[src/rtl/rtg_pkg.sv]
package rtg_pkg;
  localparam int unsigned REG_AW = 4;
  localparam int unsigned POS_W  = 16;

  // register indices
  localparam int unsigned A_CTRL = 0;
  localparam int unsigned A_TBASE = 1;   // first timing register
  localparam int unsigned A_SYNC = 10;
  localparam int unsigned A_DISP = 11;

  // timing register slots relative to A_TBASE
  localparam int unsigned T_HTOT = 0;
  localparam int unsigned T_HACT = 1;
  localparam int unsigned T_HSB  = 2;
  localparam int unsigned T_HSE  = 3;
  localparam int unsigned T_VTOT = 4;
  localparam int unsigned T_VACT = 5;
  localparam int unsigned T_VSB  = 6;
  localparam int unsigned T_VSE  = 7;
  localparam int unsigned T_PF   = 8;
  localparam int unsigned T_NUM  = 9;

  typedef logic [POS_W-1:0] pos_t;

  // count lies in the pulse window (start, end]
  function automatic logic span_hit(pos_t pos, pos_t beg, pos_t fin);
    return (pos > beg) && (pos <= fin);
  endfunction

  // count lies inside the visible area [0, last]
  function automatic logic in_view(pos_t pos, pos_t last);
    return pos <= last;
  endfunction

  // the line after 'line' is a visible line
  function automatic logic next_visible(pos_t line, pos_t last, pos_t total);
    return (line < last) || (line == total);
  endfunction
endpackage

[src/rtl/rtg_regs.sv]
module rtg_regs #(
  parameter int unsigned CW = 12,
  parameter int unsigned DW = 16,
  parameter int unsigned NT = rtg_pkg::T_NUM
) (
  input  logic                    clk,
  input  logic                    rst_n,
  input  logic                    we,
  input  logic [rtg_pkg::REG_AW-1:0] addr,
  input  logic [DW-1:0]           wdata,
  input  logic                    load_slot,
  output logic                    run,
  output logic                    refresh,
  output logic                    s_rgb,
  output logic                    s_all_off,
  output logic                    s_hinv,
  output logic                    s_vinv,
  output logic                    s_hoff,
  output logic                    s_voff,
  output logic                    disp_off,
  output logic [NT-1:0][CW-1:0]   live
);
  import rtg_pkg::*;

  logic unused_hi;
  assign unused_hi = &{1'b0, wdata[DW-1:CW]};

  // control, sync and display words: applied on the next cycle
  always_ff @(posedge clk or negedge rst_n) begin
    if (!rst_n) begin
      run <= 1'b0; refresh <= 1'b0;
      s_rgb <= 1'b0; s_all_off <= 1'b0; s_hinv <= 1'b0;
      s_vinv <= 1'b0; s_hoff <= 1'b0; s_voff <= 1'b0;
      disp_off <= 1'b0;
    end else if (we) begin
      case (addr)
        REG_AW'(A_CTRL): begin
          run     <= wdata[0];
          refresh <= wdata[1];
        end
        REG_AW'(A_SYNC): begin
          s_rgb     <= wdata[0];
          s_all_off <= wdata[1];
          s_hinv    <= wdata[3];
          s_vinv    <= wdata[4];
          s_hoff    <= wdata[5];
          s_voff    <= wdata[6];
        end
        REG_AW'(A_DISP): disp_off <= wdata[1];
        default: ;
      endcase
    end
  end

  // timing words: staged on write, copied to live at a frame slot
  for (genvar i = 0; i < NT; i++) begin : g_tim
    logic [CW-1:0] stg;
    logic [CW-1:0] cur;
    always_ff @(posedge clk or negedge rst_n) begin
      if (!rst_n) begin
        stg <= '0;
        cur <= '0;
      end else begin
        if (we && addr == REG_AW'(A_TBASE + i)) stg <= wdata[CW-1:0];
        if (load_slot) cur <= stg;
      end
    end
    assign live[i] = cur;
  end
endmodule

[src/rtl/rtg_counters.sv]
module rtg_counters #(
  parameter int unsigned CW = 12
) (
  input  logic          clk,
  input  logic          rst_n,
  input  logic          run,
  input  logic [CW-1:0] htot,
  input  logic [CW-1:0] vtot,
  output logic [CW-1:0] pix,
  output logic [CW-1:0] line,
  output logic          line_end,
  output logic          frame_end
);
  assign line_end  = (pix == htot);
  assign frame_end = line_end && (line == vtot);

  always_ff @(posedge clk or negedge rst_n) begin
    if (!rst_n) begin
      pix  <= '0;
      line <= '0;
    end else if (!run) begin
      pix  <= '0;
      line <= '0;
    end else if (line_end) begin
      pix  <= '0;
      line <= frame_end ? '0 : line + CW'(1);
    end else begin
      pix <= pix + CW'(1);
    end
  end
endmodule

[src/rtl/rtg_sync.sv]
module rtg_sync #(
  parameter int unsigned CW = 12
) (
  input  logic          run,
  input  logic          refresh,
  input  logic [CW-1:0] pix,
  input  logic [CW-1:0] line,
  input  logic [CW-1:0] vtot,
  input  logic [CW-1:0] hact,
  input  logic [CW-1:0] vact,
  input  logic [CW-1:0] hsb,
  input  logic [CW-1:0] hse,
  input  logic [CW-1:0] vsb,
  input  logic [CW-1:0] vse,
  input  logic [CW-1:0] pf,
  input  logic          s_rgb,
  input  logic          s_all_off,
  input  logic          s_hinv,
  input  logic          s_vinv,
  input  logic          s_hoff,
  input  logic          s_voff,
  input  logic          disp_off,
  output logic          hs_raw,
  output logic          vs_raw,
  output logic          de,
  output logic          video_on,
  output logic          prefetch,
  output logic          hsync,
  output logic          vsync,
  output logic          sync_tip
);
  import rtg_pkg::*;

  pos_t px, ln;
  assign px = pos_t'(pix);
  assign ln = pos_t'(line);

  logic showing;
  assign showing = run && refresh;

  assign hs_raw = run && span_hit(px, pos_t'(hsb), pos_t'(hse));
  assign vs_raw = run && span_hit(ln, pos_t'(vsb), pos_t'(vse));

  assign de = showing && in_view(px, pos_t'(hact)) && in_view(ln, pos_t'(vact));
  assign video_on = de && !disp_off;

  assign prefetch = showing && (px == pos_t'(pf))
                    && next_visible(ln, pos_t'(vact), pos_t'(vtot));

  logic h_mute, v_mute;
  assign h_mute = s_hoff || s_all_off;
  assign v_mute = s_voff || s_all_off;

  assign hsync    = h_mute ? s_hinv : (hs_raw ^ s_hinv);
  assign vsync    = v_mute ? s_vinv : (vs_raw ^ s_vinv);
  assign sync_tip = s_rgb && !s_all_off && (hs_raw || vs_raw);
endmodule

[src/rtl/raster_timing_gen.sv]
module raster_timing_gen #(
  parameter int unsigned CW = 12,
  parameter int unsigned DW = 16
) (
  input  logic          clk,
  input  logic          rst_n,
  input  logic          cfg_we,
  input  logic [3:0]    cfg_addr,
  input  logic [DW-1:0] cfg_wdata,
  output logic          hsync,
  output logic          vsync,
  output logic          sync_tip,
  output logic          de,
  output logic          video_on,
  output logic          prefetch,
  output logic [CW-1:0] pix_x,
  output logic [CW-1:0] line_y
);
  import rtg_pkg::*;

  localparam int unsigned NT = T_NUM;

  logic run, refresh, disp_off;
  logic s_rgb, s_all_off, s_hinv, s_vinv, s_hoff, s_voff;
  logic [NT-1:0][CW-1:0] live;
  logic line_end, frame_end, load_slot;
  logic hs_raw, vs_raw;

  logic [CW-1:0] htot, hact, hsb, hse, vtot, vact, vsb, vse, pf;
  assign htot = live[T_HTOT];
  assign hact = live[T_HACT];
  assign hsb  = live[T_HSB];
  assign hse  = live[T_HSE];
  assign vtot = live[T_VTOT];
  assign vact = live[T_VACT];
  assign vsb  = live[T_VSB];
  assign vse  = live[T_VSE];
  assign pf   = live[T_PF];

  // live copy follows staging while stopped, else only at frame wrap
  assign load_slot = !run || frame_end;

  rtg_regs #(.CW(CW), .DW(DW), .NT(NT)) u_regs (
    .clk(clk), .rst_n(rst_n), .we(cfg_we), .addr(cfg_addr), .wdata(cfg_wdata),
    .load_slot(load_slot), .run(run), .refresh(refresh),
    .s_rgb(s_rgb), .s_all_off(s_all_off), .s_hinv(s_hinv), .s_vinv(s_vinv),
    .s_hoff(s_hoff), .s_voff(s_voff), .disp_off(disp_off), .live(live)
  );

  rtg_counters #(.CW(CW)) u_cnt (
    .clk(clk), .rst_n(rst_n), .run(run), .htot(htot), .vtot(vtot),
    .pix(pix_x), .line(line_y), .line_end(line_end), .frame_end(frame_end)
  );

  rtg_sync #(.CW(CW)) u_sync (
    .run(run), .refresh(refresh), .pix(pix_x), .line(line_y), .vtot(vtot),
    .hact(hact), .vact(vact), .hsb(hsb), .hse(hse), .vsb(vsb), .vse(vse),
    .pf(pf), .s_rgb(s_rgb), .s_all_off(s_all_off), .s_hinv(s_hinv),
    .s_vinv(s_vinv), .s_hoff(s_hoff), .s_voff(s_voff), .disp_off(disp_off),
    .hs_raw(hs_raw), .vs_raw(vs_raw), .de(de), .video_on(video_on),
    .prefetch(prefetch), .hsync(hsync), .vsync(vsync), .sync_tip(sync_tip)
  );
endmodule

[config.mk]
export PLATFORM = sky130hd
export DESIGN_NAME = raster_timing_gen
export DESIGN_NICKNAME = d
export VERILOG_FILES = /design/src/rtl/rtg_pkg.sv /design/src/rtl/rtg_regs.sv /design/src/rtl/rtg_counters.sv /design/src/rtl/rtg_sync.sv /design/src/rtl/raster_timing_gen.sv
export SDC_FILE = /design/constraint.sdc
export NUM_CORES = 1
export LEC_CHECK = 0
export ABC_AREA = 1
export BUFFER_PORTS_ARGS = -buffer_cell sky130_fd_sc_hd__buf_2
export CAP_MARGIN = 20
export CORE_AREA = 10 10 169 171
export CTS_CLUSTER_DIAMETER = 60
export CTS_CLUSTER_SIZE = 28
export DETAILED_ROUTE_END_ITERATION = 8
export DIE_AREA = 0 0 179 181
export GPL_TIMING_DRIVEN = 0
export PLACE_DENSITY = 0.65
export SLEW_MARGIN = 20
export SYNTH_ARGS = -nofsm -noshare
export SYNTH_HDL_FRONTEND = slang
export SYNTH_SLANG_ARGS = --single-unit
[constraint.sdc]
create_clock -name clk -period 3.5 [get_ports clk]
set_clock_uncertainty 0.15 [all_clocks]
set_input_delay 0.35 -clock clk [delete_from_list [all_inputs] [get_ports clk]]
set_output_delay 0.35 -clock clk [all_outputs]
set_load 0.005 [all_outputs]
======== Yosys cells after proc, flatten, opt, wreduce, memory -nomap -nowiden ========
Index checks and enable logic that the tools add are counted.
operators by class
  bitwise gates (word level) .............. 2
  reduce and logical (&&, ||, !) cells .... 34
  multiply operators ...................... 0
  equal/unequal tests ..................... 15
  add/sub/neg operators ................... 2
  $lt $le $gt $ge ......................... 7
  div/mod/pow operators ................... 0
  muxes and demuxes ....................... 7
  shift operators ......................... 0
operator list
  kind                     count
  $mux W12                 5
  $le A12 B12 Y1           4
  $eq A12 B12 Y1           3
  $add A12 B1 Y12 const B  2
  $gt A12 B12 Y1           2
  $logic_and A1 B1 Y1      22
  $eq A4 B3 Y1 const B     4
  $eq A4 B4 Y1 const B     4
  $lt A12 B12 Y1           1
  $eq A4 B2 Y1 const B     2
  $reduce_and A2 Y1        3
  $logic_or A1 B1 Y1       5
  $eq A4 B1 Y1 const B     1
  $logic_not A4 Y1         1
  $logic_not A1 Y1         3
  $mux W1                  2
  $ne A2 B1 Y1 const B     1
  $xor A1 B1 Y1            2
word-level totals
  input bits .............................. 23
  bits in writable memories ............... 0
  word-level logic and storage cells ...... 96
  memories kept ........................... 0
  register bits ........................... 249
  latch bits .............................. 0
  output and inout bits ................... 30
  bits in read-only memories .............. 0

======== Depth between registers and ports, before layout ========
Gate-level depths: netlist (run 1).
  depth in word-level cells ............... 5
  depth in mapped cells ................... 13
  gate-level depth less buffers ........... 13

======== By module ========
From an unflattened synthesis (run 1), not the netlist that was laid out.
unflattened totals
  cells, all modules ...................... 1493
  area, all modules ....................... 13043.8 um2
by module, submodules not included
  module             seq. area each (um2)  times used  cells each  area each (um2)
  rtg_regs           5630.4                1           821         8846.0
  rtg_sync           0.0                   1           397         2387.3
  rtg_counters       600.6                 1           273         1803.0
  raster_timing_gen  0.0                   1           2           7.5

======== Worst setup path after synthesis (run 1) ========
Ideal clock, no wire load.
  kind .................................... reg-to-output
  from .................................... register u_cnt.line[11]
  to ...................................... output port sync_tip
  required time ........................... 3000 ps
  arrival time ............................ 1528 ps
  stages on the path, launching flop included .. 10
  buffers on the path ..................... 0
  path slack .............................. 1472 ps
  path through ............................ dfrtp_1 > ha_1 > nand2_1 > nor2_1 > nand2_1 > a21oi_1 > nor2_1 > nor2_1 > nand2_1 > a21oi_1
between the ends
  word-level cells in the longest chain between the ends .. 5
ends and longest elaborated chain
  item                                                     line                     text
  from (decl)                                              rtg_counters.sv:10       output logic [CW-1:0] line,
  from (signal assigned)                                   rtg_counters.sv:26       line <= frame_end ? '0 : line + CW'(1);
  $gt A12 B12 Y1 / $le A12 B12 Y1 (equally long branches)  rtg_pkg.sv:27            return (pos > beg) && (pos <= fin);
  $logic_and A1 B1 Y1 (*)                                  rtg_pkg.sv:27
  $logic_and A1 B1 Y1 (*)                                  rtg_sync.sv:42           assign vs_raw = run && span_hit(ln, pos_t'(vsb), pos_t'(vse));
  $logic_or A1 B1 Y1 (*)                                   rtg_sync.sv:56           assign sync_tip = s_rgb && !s_all_off && (hs_raw || vs_raw);
  $logic_and A1 B1 Y1 (*)                                  rtg_sync.sv:56
  to (decl)                                                raster_timing_gen.sv:12  output logic sync_tip,
Mark *: on every way between the ends. The rest lies on a longest branch, timed or not.

======== Worst setup path after layout (run 1) ========
  from .................................... register u_cnt.line[7]
  to ...................................... output port video_on
between the ends
  word-level cells in the longest chain between the ends .. 3
ends and longest elaborated chain
  item                 line                     text
  $le A12 B12 Y1       rtg_pkg.sv:32            return pos <= last;
  $logic_and A1 B1 Y1  rtg_sync.sv:44           assign de = showing && in_view(px, pos_t'(hact)) && in_view(ln, pos_t'(vact));
  $logic_and A1 B1 Y1  rtg_sync.sv:45           assign video_on = de && !disp_off;
  to (decl)            raster_timing_gen.sv:14  output logic video_on,
No other way between the ends.

==> results_dict.tcl, run 1 <==
set metrics [dict create \
    grt_max_degree 92 \
    yosysTopAreaCell "dfrtp_1" \
    area_growth_pct 12.6 \
    ff_latch_area_um2 6230 \
    total_power_mw 9.60 \
    cp.depth 9 \
    setup_violations 0 \
    synth-seq-area-share 0.510 \
    place_area_um2 12900 \
    yosysUniqueCellTypes 29 \
    crit_type "reg -> out" \
    crit_family "simple AND/OR/NAND/NOR gates" \
    clock_latency_ns 0.53 \
    drv_slew 0 \
    synthMuxAreaShare 0 \
    dpl.hpwl_um 22500 \
    synth-xor-area-share 0.0301 \
    layout.cells.non_filler 1889 \
    tritoncts "yes" \
    worstPathArrival_ns 2.81 \
    cts_max_level 1 \
    grt_setup_unrepaired "false" \
    syn_inst 1463 \
    cts-buffers-inserted 22 \
    rr_worst_depth 10 \
    hold_class "in -> reg" \
    grt_use_total 0.206 \
    die_x_um 179 \
    vias 9829 \
    initial_core_util 0.488 \
    drive_gt1_frac 0.0860 \
    synth-adder-area-share 0.0757 \
    wl_per_cell_um 17.4 \
    leakage_nw 7.24 \
    ys_seq_elements 249 \
    vias_per_cell 5.20 \
    cp_slowest_stage_delay_ns 0.70 \
    drtAntennaViolNets 0 \
    cts_resized 0 \
    yosys.area_share.simple 0.245 \
    wirelength_um 32900 \
    powerDensity_nw_per_um2 697 \
    clock_path_buffers 3 \
    io_pins 53 \
    tightest_slew_ns 0.835 \
    hold_viol 0 \
    clock.fmax_ghz 0.303 \
    cts_setup_buffers 0 \
    cp_data_required_time_ns 3.00 \
    slew_headroom 0.443 \
    final_nets 1639 \
    cp-end-kind "primary output" \
    fin_crit_sh 0.944 \
    overflow 0 \
    port-buffer-count 48 \
    fillers 2364 \
    die_area_um2 32400 \
    row_count 58 \
    syn-cell-area_um2 12200 \
    syn_area_per_cell_um2 8.36 \
    multiInputGateArea_um2 5130 \
    synth_compound_area_frac 0.0693 \
    whs_path_depth 5 \
    synth_top_family_by_area "simple AND/OR/NAND/NOR gates" \
    path_clk_slew_ns 0.07 \
    grt_pass1_wl_um 52700 \
    crit_slowest_cell "dfrtp_1" \
    synth.net_count 1560 \
    synth_top_cell_area_share 0.510 \
    dp_cells 1843 \
    min_period_ns 3.31 \
    vdd_drop_max_v 0.000308 \
    drc_errors 0 \
    dp_slack_ns 0.720 \
    place.gp.congestion 0.872 \
    cp_cell_sequence "ha_1 > a21oi_1 > o21ai_0 > nand2_1 > nand3_1 > nand2_1 > nand3_1 > nor2_1 > buf_2" \
    firstDrtPassIters 5 \
    yosys_warnings 0 \
    grt_pass1_vias 9636 \
    coreArea_um2 25000 \
    hold_buffers 5 \
    start_kind "flop" \
    die_h_um 181 \
    antenna_found_initial 2 \
    synthFlopType "dfrtp_1" \
    run_status "completed" \
    drv_cap 0 \
    numClockSinks 249 \
    crit_buf_inv 1 \
    dr.first_iter.drc_count 890 \
    fin_ws_ns 0.195 \
    synth_edf_count 0 \
    crit_fanout 9 \
    fin_area_um2 13800 \
    clockRootBuffer "clkbuf_16" \
    yosys-top-cells-area "dfrtp_1, nand2_1, ha_1" \
    async_reset_ff_frac 1.00 \
]
## power breakdown
group / leakage (nW) / internal [mW] / switching (mW)
Sequential: 3.15 / 3.73 / 0.529
Combinational: 3.72 / 1.06 / 1.70
Clock: 0.370 / 1.30 / 1.29
## worst min-delay path: stages
cell and delay, ns:
buf_2 0.13, nand2_1 0.08, nor2_1 0.06, nor2_1 0.09
a21oi_1 0.05
## path summary, 6_finish.rpt
path / from / to / slack, ns
worst max-delay path: u_cnt.line[7] / video_on / 0.19
worst min-delay path: cfg_addr[1] / u_regs.disp_off / 0.13
worst max register to register: u_cnt.line[9] / u_regs.g_tim[8].cur[7] / 0.89
worst min register to register: u_regs.g_tim[2].cur[1] / u_regs.g_tim[2].cur[1] / 0.32
max in group asynchronous: rst_n / u_regs.g_tim[6].cur[11] / 2.09
min in group asynchronous: rst_n / u_regs.g_tim[1].cur[5] / 0.23
## final cells by class
class | count | share of cell area
clock buffer | 23 | 0.0418
tap | 330 | 0.0300
timing repair buffer | 55 | 0.0258
buffer | 62 | 0.0241
sequential | 249 | 0.453
multi-input combinational | 1011 | 0.373
antenna | 1 | 0.000182
inverter | 141 | 0.0384
clock inverter | 17 | 0.0143
## cell usage in the layout (no fill, tap or decap), types with 2 or more instances in the layout
cell,netlist,final
a21o_1,4,4
a21oi_1,55,55
and2_1,2,2
buf_1,2,2
buf_16,0,2
buf_2,25,72
buf_4,10,10
buf_6,4,4
clkbuf_1,21,21
clkbuf_16,0,23
clkinv_1,2,2
clkinv_8,0,3
clkinvlp_4,0,3
dfrtp_1,249,249
dlygate4sd3_1,0,5
ha_1,74,74
inv_1,138,138
inv_12,0,2
inv_8,0,7
nand2_1,462,462
nand2_2,2,2
nand3_1,132,132
nand4_1,21,21
nor2_1,101,101
nor3_1,5,5
o21ai_0,102,102
o22ai_1,3,3
xnor2_1,28,28
xor2_1,14,14
## cells by family (layout without fill, tap and decap cells)
family	Yosys count	after routing
compound gates	166	166
xor+xnor	42	42
fa+ha+maj	74	74
buf+inv	203	298
flops	249	249
other cells	0	1
simple gates	729	729
## metal layers
metal	part of all wire	up-vias	track usage
li1	-	4837	-
met1	0.45	4730	0.280
met2	0.48	228	0.343
met3	0.055	34	0.0259
met4	0.015	0	0.0463
met5	0	-	0
## metrics by stage
stage	hold slack [ns]	setup TNS (ns)	utilization
after floorplan	-0.0956	0	-
after global placement	0.305	-627.99	0.514
after detailed placement	0.246	0	0.517
after CTS	0.125	0	0.550
after global routing	0.138	0	0.550
final	0.134	0	0.550
## cells in the mapped netlist (2+ instances only)
master      n
clkinv_1    2
nor3_1      5
buf_6       4
o22ai_1     3
inv_1     138
and2_1      2
a21oi_1    55
nand4_1    21
dfrtp_1   249
xnor2_1    28
xor2_1     14
buf_4      10
nand2_1   462
buf_2      25
nand2_2     2
o21ai_0   102
nor2_1    101
ha_1       74
buf_1       2
a21o_1      4
nand3_1   132
clkbuf_1   21
## state kept, by name, indices dropped and copies added, names as in the netlist
signal            flops
u_regs.s_hoff         1
u_regs.g_tim.cur    108
u_regs.s_vinv         1
u_regs.run            1
u_cnt.line           12
u_regs.g_tim.stg    108
u_regs.s_hinv         1
u_cnt.pix            12
u_regs.disp_off       1
u_regs.s_all_off      1
u_regs.refresh        1
u_regs.s_rgb          1
u_regs.s_voff         1
Note: power is estimated with default switching activity, not from simulation.
==> run 2, diff against run 1 <==
- CELL_PAD_IN_SITES_DETAIL_PLACEMENT: default -> 1
- CELL_PAD_IN_SITES_GLOBAL_PLACEMENT: default -> 2
- CORE_AREA: 10 10 169 171 -> 10 10 184 186
- DIE_AREA: 0 0 179 181 -> 0 0 194 196
- PLACE_DENSITY: 0.65 -> default
- PLACE_DENSITY_LB_ADDON: default -> 0.1
==> run 2 against run 1 <==
Against the previous run: clock power up 3%; routed wire length increased by 16%; register-to-register slack got worse by 0.03 ns; clock-buffer cell count unchanged; largest cell class unchanged; cell count rose by 3.5%; worst setup slack improved by 0.049 ns; global-route usage down 0.54 points; critical path type unchanged; sequential power hardly changed.
==> results_dict.tcl, run 2 (synthesis results as in run 1) <==
set metrics [dict create \
    hold_class "in -> async" \
    cp_cell_sequence "ha_1 > a21oi_1 > o21ai_0 > nand2_1 > nand3_1 > nand2_1 > nand3_1 > nor2_1 > buf_2" \
    internal_power_mw 6.10 \
    drc_errors 0 \
    leakage_nw 7.26 \
    coreArea_um2 30300 \
    clock_latency_ns 0.54 \
    setup_violations 0 \
    clockRootBuffer "clkbuf_16" \
    row_count 64 \
    wirelength_um 38100 \
    grt_setup_unrepaired "false" \
    wl_per_cell_um 19.5 \
    cts_setup_buffers 0 \
    crit_type "reg -> out" \
    cp-end-kind "primary output" \
    cts_max_level 1 \
    tritoncts "yes" \
    layout_common_cells "nand2_1, dfrtp_1, inv_1" \
    grt_use_total 0.201 \
    start_kind "flop" \
    die_area_um2 38000 \
    crit_buf_inv 1 \
    powerDensity_nw_per_um2 704 \
    grt_pass1_wl_um 60300 \
    top_regs "u_regs.g_tim.cur (108), u_regs.g_tim.stg (108)" \
    dr.first_iter.drc_count 534 \
    power_frac_clock 0.271 \
    die_h_um 196 \
    grt_max_degree 82 \
    dpl.hpwl_um 26600 \
    place_area_um2 13100 \
    crit_family "simple AND/OR/NAND/NOR gates" \
    cp_data_required_time_ns 3.00 \
    drtAntennaViolNets 0 \
    hold_viol 0 \
    overflow 0 \
    crit_fanout 9 \
    finalSetupTns_ns 0 \
    initial_core_util 0.404 \
    port-buffer-count 48 \
    cp_slowest_stage_delay_ns 0.73 \
    hold_ws_ns 0.111 \
    run_status "completed" \
    final_common_cell "nand2_1" \
    drive_gt1_frac 0.0872 \
    switching_share 0.376 \
    worstPathArrival_ns 2.76 \
    drv_slew 0 \
    numClockSinks 249 \
    power_frac_comb 0.291 \
    diodes 0 \
    final_nets 1641 \
    firstDrtPassIters 4 \
    netSwitchingPower_mw 3.68 \
    clock_path_buffers 3 \
    layout.cells.non_filler 1956 \
    fin_crit_sh 0.930 \
    area_growth_pct 13.7 \
    antenna_found_initial 0 \
    io_pins 53 \
    drv_cap 0 \
    vdd_drop_max_v 0.000402 \
    vias_per_cell 5.08 \
    dp_cells 1910 \
    cts-buffers-inserted 23 \
    grt_pass1_vias 10466 \
    clock.fmax_ghz 0.307 \
    path_clk_slew_ns 0.09 \
    fin_ws_ns 0.244 \
    tightest_slew_ns 0.938 \
    dp_slack_ns 0.743 \
    hold_buffers 5 \
    fin_area_um2 13900 \
    die_x_um 194 \
    min_period_ns 3.26 \
    vias 9941 \
    power_frac_seq 0.438 \
    crit_slowest_cell "dfrtp_1" \
    place.gp.congestion 0.782 \
    slew_headroom 0.374 \
    cts_resized 0 \
]
==> run 2: cell count changes in the layout (fill, tap and decap cells not counted), sizes merged <==
cell | previous run | this run
clkinvlp | 3 | 4
inv | 149 | 147
diode | 1 | 0
buf | 91 | 92
clkinv | 6 | 8
==> run 2: per-stage QoR <==
stage	util	power, mW
after global routing	0.459	10.6
after CTS	0.459	9.91
after floorplan	-	6.24
after global placement	0.428	7.06
after detailed placement	0.431	7.22
final	0.459	9.79
==> run 2: metal layers <==
layer | global-route usage | up-vias | share of wire
met5 | 0 | - | 0
met4 | 0.0376 | 0 | 0.016
met3 | 0.0220 | 35 | 0.028
met2 | 0.344 | 111 | 0.48
met1 | 0.269 | 4955 | 0.48
li1 | - | 4840 | -
==> run 2: final timing paths <==
path | from | end | slack [ns] | depth (start not counted)
max in group asynchronous | rst_n | u_regs.g_tim[5].cur[9] | 2.02 | 4
worst max-delay path | u_cnt.line[7] | video_on | 0.24 | 9
min in group clk | cfg_addr[1] | u_regs.disp_off | 0.14 | 5
worst min-delay path | rst_n | u_regs.g_tim[0].cur[6] | 0.11 | 2
worst min register to register | u_regs.g_tim[2].cur[7] | u_regs.g_tim[2].cur[7] | 0.32 | 2
worst max register to register | u_cnt.line[8] | u_regs.g_tim[0].cur[2] | 0.86 | 10
==> run 2: area by class of cell <==
class	instances	area, µm²
inverter	141	529
buffer	62	332
timing repair buffer	56	383
multi-input combinational	1011	5130
clock buffer	23	576
sequential	249	6230
tap	396	495
fill	3650	16400
clock inverter	18	218
==> run 2: power groups by stage <==
stage	clock (mW)	combinational (mW)	sequential (mW)
after floorplan	0	2.08	4.16
after global placement	0	2.76	4.31
after detailed placement	0	2.88	4.34
after CTS	2.71	2.91	4.29
after global routing	2.82	3.35	4.41
final	2.65	2.85	4.29
==> run 2: worst reg2reg max path: stages, from the launching register on <==
cell and delay (ns):
dfrtp_1 0.68, xnor2_1 0.18, nand2_1 0.07, nor2_1 0.21
nand3_2 0.20, nand2_4 0.25, nand2_2 0.28, buf_6 0.24
buf_6 0.15, nand2_1 0.06, nand2_1 0.05
